**config.mk**
```make
export PLATFORM = sky130hd
export DESIGN_NAME = sdram_powerup_seq
export DESIGN_NICKNAME = d
export VERILOG_FILES = /design/src/rtl/sdram_init_pkg.sv /design/src/rtl/sdram_init_rst_sync.sv /design/src/rtl/sdram_init_timer.sv /design/src/rtl/sdram_init_fsm.sv /design/src/rtl/sdram_powerup_seq.sv
export SDC_FILE = /design/constraint.sdc
export NUM_CORES = 1
export LEC_CHECK = 0
export CAP_MARGIN = 10
export CELL_PAD_IN_SITES_DETAIL_PLACEMENT = 0
export CELL_PAD_IN_SITES_GLOBAL_PLACEMENT = 2
export CORE_MARGIN = 5
export CORE_UTILIZATION = 31
export CTS_CLUSTER_DIAMETER = 80
export DETAILED_ROUTE_END_ITERATION = 16
export GPL_TIMING_DRIVEN = 0
export PLACE_DENSITY = 0.8
export SKIP_LAST_GASP = 1
export SLEW_MARGIN = 20
export SYNTH_ARGS = -nofsm -noshare
export SYNTH_HDL_FRONTEND = slang
export SYNTH_SLANG_ARGS = --single-unit
```
**constraint.sdc**
```tcl
create_clock -name clk -period 2 [get_ports clk]
set_clock_uncertainty 0.05 [all_clocks]
set_input_delay 0.4 -clock clk [delete_from_list [all_inputs] [get_ports clk]]
set_output_delay 0.4 -clock clk [all_outputs]
set_load 0.02 [all_outputs]
```
**src/rtl/sdram_init_pkg.sv**
```systemverilog
package sdram_init_pkg;

  typedef enum logic [3:0] {
    ST_WAIT, ST_PRE, ST_GAP_RP, ST_REF1, ST_GAP_RC1,
    ST_REF2, ST_GAP_RC2, ST_LMR, ST_GAP_MRD, ST_DONE
  } init_state_t;

  typedef struct packed {
    logic cs_n;
    logic ras_n;
    logic cas_n;
    logic we_n;
  } sd_cmd_t;

  localparam sd_cmd_t CMD_NOP = 4'b0111;
  localparam sd_cmd_t CMD_PRE = 4'b0010;
  localparam sd_cmd_t CMD_REF = 4'b0001;
  localparam sd_cmd_t CMD_LMR = 4'b0000;

  function automatic sd_cmd_t cmd_of(init_state_t s);
    case (s)
      ST_PRE:           return CMD_PRE;
      ST_REF1, ST_REF2: return CMD_REF;
      ST_LMR:           return CMD_LMR;
      default:          return CMD_NOP;
    endcase
  endfunction

endpackage

```
**src/rtl/sdram_init_rst_sync.sv**
```systemverilog
module sdram_init_rst_sync #(
  parameter int STAGES = 2
) (
  input  logic clk,
  input  logic arst_n,
  output logic srst_n
);
  logic [STAGES-1:0] sync_q;

  always_ff @(posedge clk or negedge arst_n) begin
    if (!arst_n) sync_q <= '0;
    else         sync_q <= {sync_q[STAGES-2:0], 1'b1};
  end

  assign srst_n = sync_q[STAGES-1];
endmodule

```
**src/rtl/sdram_init_timer.sv**
```systemverilog
module sdram_init_timer #(
  parameter int W       = 16,
  parameter int RST_VAL = 1
) (
  input  logic         clk,
  input  logic         rst_n,
  input  logic         load,
  input  logic [W-1:0] load_val,
  output logic         zero
);
  logic [W-1:0] cnt_q, cnt_d;
  logic         cnt_en;

  assign zero   = (cnt_q == '0);
  assign cnt_en = load || !zero;

  always_comb begin
    if (load) cnt_d = load_val;
    else      cnt_d = cnt_q - W'(1);
  end

  always_ff @(posedge clk or negedge rst_n) begin
    if (!rst_n)      cnt_q <= W'(RST_VAL);
    else if (cnt_en) cnt_q <= cnt_d;
  end
endmodule

```
**src/rtl/sdram_init_fsm.sv**
```systemverilog
module sdram_init_fsm
  import sdram_init_pkg::*;
#(
  parameter int W        = 16,
  parameter int TRP_CYC  = 2,
  parameter int TRC_CYC  = 7,
  parameter int TMRD_CYC = 2
) (
  input  logic        clk,
  input  logic        rst_n,
  input  logic        tmr_zero,
  output logic        tmr_load,
  output logic [W-1:0] tmr_val,
  output init_state_t state
);
  localparam logic [W-1:0] LD_RP  = W'(TRP_CYC - 2);
  localparam logic [W-1:0] LD_RC  = W'(TRC_CYC - 2);
  localparam logic [W-1:0] LD_MRD = W'(TMRD_CYC - 2);

  init_state_t state_q, state_d;

  always_comb begin
    state_d  = state_q;
    tmr_load = 1'b0;
    tmr_val  = '0;
    case (state_q)
      ST_WAIT:    if (tmr_zero) state_d = ST_PRE;
      ST_PRE:     begin tmr_load = 1'b1; tmr_val = LD_RP;  state_d = ST_GAP_RP;  end
      ST_GAP_RP:  if (tmr_zero) state_d = ST_REF1;
      ST_REF1:    begin tmr_load = 1'b1; tmr_val = LD_RC;  state_d = ST_GAP_RC1; end
      ST_GAP_RC1: if (tmr_zero) state_d = ST_REF2;
      ST_REF2:    begin tmr_load = 1'b1; tmr_val = LD_RC;  state_d = ST_GAP_RC2; end
      ST_GAP_RC2: if (tmr_zero) state_d = ST_LMR;
      ST_LMR:     begin tmr_load = 1'b1; tmr_val = LD_MRD; state_d = ST_GAP_MRD; end
      ST_GAP_MRD: if (tmr_zero) state_d = ST_DONE;
      default:    state_d = ST_DONE;
    endcase
  end

  always_ff @(posedge clk or negedge rst_n) begin
    if (!rst_n) state_q <= ST_WAIT;
    else        state_q <= state_d;
  end

  assign state = state_q;
endmodule

```
**src/rtl/sdram_powerup_seq.sv**
```systemverilog
module sdram_powerup_seq
  import sdram_init_pkg::*;
#(
  parameter int         CLK_MHZ   = 100,
  parameter int         WAIT_US   = 100,
  parameter int         TRP_NS    = 20,
  parameter int         TRC_NS    = 70,
  parameter int         TMRD_CYC  = 2,
  parameter int         ADDR_W    = 12,
  parameter int         BA_W      = 2,
  parameter logic [2:0] BL_CODE   = 3'b011,
  parameter bit         BURST_ILV = 1'b0,
  parameter int         CAS_LAT   = 3,
  parameter bit         WR_SINGLE = 1'b0
) (
  input  logic              clk,
  input  logic              rst_n,
  output logic              sd_cs_n,
  output logic              sd_ras_n,
  output logic              sd_cas_n,
  output logic              sd_we_n,
  output logic [BA_W-1:0]   sd_ba,
  output logic [ADDR_W-1:0] sd_addr,
  output logic              init_done
);
  localparam int WAIT_RAW = WAIT_US * CLK_MHZ;
  localparam int WAIT_CYC = (WAIT_RAW < 1) ? 1 : WAIT_RAW;
  localparam int TRP_RAW  = (TRP_NS * CLK_MHZ + 999) / 1000;
  localparam int TRP_CYC  = (TRP_RAW < 2) ? 2 : TRP_RAW;
  localparam int TRC_RAW  = (TRC_NS * CLK_MHZ + 999) / 1000;
  localparam int TRC_CYC  = (TRC_RAW < 2) ? 2 : TRC_RAW;
  localparam int MRD_CYC  = (TMRD_CYC < 2) ? 2 : TMRD_CYC;
  localparam int CNT_W    = $clog2(WAIT_CYC + TRC_CYC + MRD_CYC + 1);
  localparam logic [2:0] CL_CODE = (CAS_LAT == 2) ? 3'd2 : 3'd3;
  localparam logic [ADDR_W-1:0] MODE_WORD =
    ADDR_W'({2'b00, WR_SINGLE, 2'b00, CL_CODE, BURST_ILV, BL_CODE});

  logic             srst_n;
  logic             tmr_zero, tmr_load;
  logic [CNT_W-1:0] tmr_val;
  init_state_t      state;
  sd_cmd_t          cmd;

  sdram_init_rst_sync #(.STAGES(2)) u_rst (
    .clk(clk), .arst_n(rst_n), .srst_n(srst_n)
  );

  sdram_init_timer #(.W(CNT_W), .RST_VAL(WAIT_CYC - 1)) u_tmr (
    .clk(clk), .rst_n(srst_n), .load(tmr_load), .load_val(tmr_val), .zero(tmr_zero)
  );

  sdram_init_fsm #(
    .W(CNT_W), .TRP_CYC(TRP_CYC), .TRC_CYC(TRC_CYC), .TMRD_CYC(MRD_CYC)
  ) u_fsm (
    .clk(clk), .rst_n(srst_n), .tmr_zero(tmr_zero),
    .tmr_load(tmr_load), .tmr_val(tmr_val), .state(state)
  );

  always_comb begin
    cmd     = cmd_of(state);
    sd_addr = '0;
    if (state == ST_PRE)      sd_addr[10] = 1'b1;
    else if (state == ST_LMR) sd_addr     = MODE_WORD;
  end

  assign sd_cs_n   = cmd.cs_n;
  assign sd_ras_n  = cmd.ras_n;
  assign sd_cas_n  = cmd.cas_n;
  assign sd_we_n   = cmd.we_n;
  assign sd_ba     = '0;
  assign init_done = (state == ST_DONE);
endmodule

```
## Yosys cells after proc, flatten, opt, wreduce, memory -nomap -nowiden

Index checks and enable logic that the tools add are counted.

| storage, ports and cells | value |
|---|---|
| flip-flop bits (word level) | 20 |
| output and inout bits | 19 |

| operators by class | value |
|---|---|
| add/sub/neg operators | 1 |
| eq/ne operators | 14 |
| mux-type cells | 14 |
| reduce and logical (&&, ||, !) cells | 7 |

Operator list:

| operator | count |
|---|---|
| one-hot mux 4 bit (9 select lines) | 1 |
| two-way mux 4 bit | 5 |
| == test 4 x 3 -> 1 bit, second input constant | 4 |
| logical NOT 14 bit | 1 |
| two-way mux 14 bit | 1 |
| subtractor 14 x 1 -> 14 bit, second input constant | 1 |
| two-way mux 10 bit | 1 |
| inequality test 2 bit, second input constant | 5 |
| one-hot mux 3 bit (3 select lines) | 1 |
| == test 4 x 2 -> 1 bit, second input constant | 2 |
| == test 4 bit, second input constant | 2 |
| two-way mux 6 bit | 1 |
| AND reduction 5 bit | 1 |
| == test 4 x 1 -> 1 bit, second input constant | 1 |
| logical NOT 4 bit | 1 |
| OR reduction 4 bit | 1 |
| two-way mux 1 bit | 3 |
| two-way mux 3 bit | 1 |
| OR reduction 2 bit | 1 |
| logical NOT 1 bit | 1 |
| logical OR 1 bit | 1 |

## Logic depth before layout (Yosys ltp)

| depth | value |
|---|---|
| depth in word-level cells | 4 |
| mapped depth | 6 |
| gate-level depth less buffers | 6 |

## Modules after synthesis

Synthesis repeated with hierarchy kept, for this count alone.

| unflattened totals | value |
|---|---|
| cell total of the unflattened synthesis | 134 |
| area, all modules | 1360.1 µm² |

Modules (own cells, without submodules):

| module | instances | cells an instance | area each (µm²) |
|---|---|---|---|
| sdram_init_timer | 1 | 77 | 847.1 |
| sdram_init_fsm | 1 | 31 | 296.5 |
| sdram_powerup_seq | 1 | 23 | 162.7 |
| sdram_init_rst_sync | 1 | 3 | 53.8 |

## Least setup slack after synthesis

No wires, ideal clock.

| path | value |
|---|---|
| path kind | flip-flop to flip-flop |
| start | register u_tmr.cnt_q[0] |
| end | register u_tmr.cnt_q[5] |
| library setup time | 0.079 ns |
| data arrival time | 1.856 ns |
| slack | 0.015 ns |
| stages on the path, launching flop included | 7 |
| clock period less this slack | 1.985 ns |
| cells stage by stage | dfstp_2 inv_1 ha_1 nor2b_1 and3_1 a2111oi_0 mux2i_1 |

| between the ends | value |
|---|---|
| word-level cells in the longest chain between the ends | 3 |

Ends and longest elaborated chain:

| what | line | source |
|---|---|---|
| start, declared | sdram_init_timer.sv:11 | `logic [W-1:0] cnt_q, cnt_d;` |
| start signal, assigned | sdram_init_timer.sv:23 | `if (!rst_n) cnt_q <= W'(RST_VAL);` |
| start signal, assigned | sdram_init_timer.sv:24 | `else if (cnt_en) cnt_q <= cnt_d;` |
| branches (longest 3 deep; another with subtractor 14 x 1 -> 14 bit) | n/a |  |

Parallel ways; which one is timed is not known.
A chain may end at the register's enable or synchronous reset.

## Worst setup path after layout

| path | value |
|---|---|
| start | register u_tmr.cnt_q[11] |
| end | register u_tmr.cnt_q[11] |

The elaborated chain is that of the path after synthesis.

==> flow_summary.ini <==
[run_status]
run_status = finished, final reports clean

[synth]
yosys_register_bits = 20
yosys_warnings = 0
synthesis.area_um2 = 1162
synth.lib_cells_used.distinct = 34
synthFlopType = dfrtp_1
yosysTopAreaCell = dfrtp_1
syn_inst = 129
synthesis.area_per_instance_um2 = 9.011
synth_top_cell_area_share = 0.2583
synth.area.top_cells = dfrtp_1 26%, dfstp_2 18%, buf_4 8.4%
yosysSeqAreaShare = 0.4392
synth-edff-count = 0
async_flop_share = 1.000

[setup_path]
critical_path.startpoint_type = flip-flop
critPathRequiredTime_ps = 2150
rr_startpoint = u_tmr.cnt_q[11]
critPathArrivalTime_ps = 2100
start_to_end_type_of_the_worst_setup_path = flip-flop to flip-flop
timing.critical_path.fanout_max = 6
worst_r2r_path_depth = 4
critPathLaunch = u_tmr.cnt_q[11]
timing.reg2reg.setup_slack_ps = 50
r2r-end = u_tmr.cnt_q[11]
critPathCaptureType = flip-flop

[floorplan]
dieHeight_um = 71.24
fp.coreArea_um2 = 3633
start_util = 0.3199
fp.dieW_um = 71.24
row_count = 22
floorplan.io_pins = 21
floorplan.die_area_um2 = 5074

[clock_network]
hold_buffers = 0
cts.clk_slew.worst_paths_ps = 70
tritoncts.num_buffers = 3
htreeDepth = 1
clock-root-buffer = clkbuf_8
cts.path.max_buffers = 2
cts_tree = yes
clock_sinks = 20
clock_latency_ps = 260

[routing]
via_count = 940
routed_via_density = 4.631
ant_nets = 0
drc_errors = 0
routed_wirelength_um = 2527
post_drt_wl_per_cell_um = 12.45
drt_pass1_iterations = 4
detail_route.iter0.violations = 25

[grt]
grt_first_pass_wirelength_um = 4567
grt_remaining_overflow = 0
grtUsageTotal = 0.1120
via_count_of_the_first_global_routing_pass = 975
initial_antenna_violation_count = 0
grt_start_max_net_pins = 19

[sta]
tightest_slew_ps = 729.8
finalHoldViolCount = 0
setup_viol = 0
fmax_mhz = 512.5
slew_viol_final = 0
final_min_period_over_clock_period = 0.9757
post-route-min-period_ps = 1951
rsz0062_at_grt = true
remaining_max_slew_budget_at_the_tightest_pin = 0.5134
hold-worst-slack_ps = 240.0
fin_setup_tns_ps = 0

[hold_path]
worst_hold_path_type = input pin to asynchronous set/reset pin

[power_and_ir_drop]
ir_drop_mv = 0.2684
static-leakage-power_nw = 0.7136
power.density_cell_area_nw_per_um2 = 501.1

[placed_design]
port_buffers = 10
dp.final_hpwl_um = 1879
place.gp.congestion = 0.7469
dp.cells = 196
placedInstanceArea_um2 = 1356

[finish]
drive_gt1_frac = 0.3290
fin_util = 0.4170
finish.cell_count_without_fillers = 203
final.fill_count = 391
area.growth.synth_to_final_pct = 30.35
num-nets-final = 159
final_area_um2 = 1515
antenna-diode-count = 0

[run]
max_cap_viol_count = 0
## kinds of logic after synthesis
kind of cell    Yosys count  synth area share
simple gates             51            0.2336
compound gates           25            0.1421
buf+inv                  24            0.1195
flops                    20            0.4392
xor+xnor                  3           0.02261
mux                       3           0.02584
other cells               2          0.006461
fa+ha+maj                 1           0.01076
## synthesized netlist by cell type, drive strengths merged, types with 3 or more instances
library cell,instances
dfstp,8
buf,13
inv,7
or4,4
nor2b,3
nand3,3
o21ai,6
a21oi,7
clkbuf,4
nand2b,5
nor4,3
nand2,12
mux2i,3
dfrtp,12
nor3,6
nor2,11
## stage by stage
step	power, mW	setup WS (ps)
floorplan	0.4510	14.99
global placement	0.4559	-519.1
detailed placement	0.4560	-498.4
CTS	0.7661	-88.08
global route	0.7872	-58.14
finish	0.7593	48.67
## critical path, cell delays in order, from the launching register on
cell     delay [ps]
dfrtp_1         390
or4_4           590
or4b_4          540
a31oi_1         190
a41o_1          120
## timing repair
item,4_1_cts,5_1_grt
gates resized for setup,31,16
endpoints found under the setup margin,13,11
buffers inserted,0,6
pin swaps,0,1
## cell usage in the layout (no fill, tap or decap), types with 3 or more instances in the layout
master | Yosys | routed
a21oi_1 | 7 | 7
buf_4 | 13 | 18
clkbuf_2 | 0 | 3
clkbuf_8 | 0 | 4
conb_1 | 2 | 11
dfrtp_1 | 12 | 8
dfrtp_2 | 0 | 4
dfstp_2 | 8 | 8
dlygate4sd2_1 | 0 | 3
inv_1 | 7 | 6
mux2i_1 | 3 | 3
nand2_1 | 12 | 12
nand2b_1 | 5 | 5
nand3_1 | 3 | 3
nor2_1 | 11 | 9
nor3_1 | 5 | 4
nor4_1 | 3 | 3
o21ai_0 | 6 | 6
or4_1 | 3 | 3
## power by group
group	switching [mW]	internal [mW]
clock network	0.135	0.175
registers	0.00713	0.407
logic	0.0201	0.0147
## layer usage
| metal | vias up | routed length, um | GRT usage |
|---|---|---|---|
| met2 | 17 | 1198 | 0.1643 |
| met1 | 438 | 1195 | 0.1567 |
| li1 | 480 | - | - |
| met4 | 0 | 48 | 0.05428 |
| met5 | - | 0 | 0 |
| met3 | 5 | 85 | 0.02244 |
## state kept, by name, summed over array words and instances (netlist names)
register / flops
u_rst.sync_q: 2
u_tmr.cnt_q: 14
u_fsm.state: 4
## worst max path at each step
stage	endpoint	slack [ps]
2_1_floorplan	u_tmr.cnt_q[5]	10
3_3_place_gp	sd_we_n	-520
3_5_place_dp	sd_we_n	-500
4_1_cts	sd_we_n	-90
5_1_grt	u_tmr.cnt_q[12]	-60
6_report	u_tmr.cnt_q[11]	50
## area by class of cell
type / count / area [um^2] / share of cell area
sequential: 20 / 515.5 / 0.3402
timing repair buffer: 16 / 133.9 / 0.08836
multi-input combinational: 94 / 606.8 / 0.4005
clock buffer: 4 / 55.05 / 0.03633
buffer: 14 / 112.6 / 0.07432
inverter: 7 / 31.28 / 0.02064
tap: 48 / 60.06 / 0.03964
(Power assumes the default switching activity.)
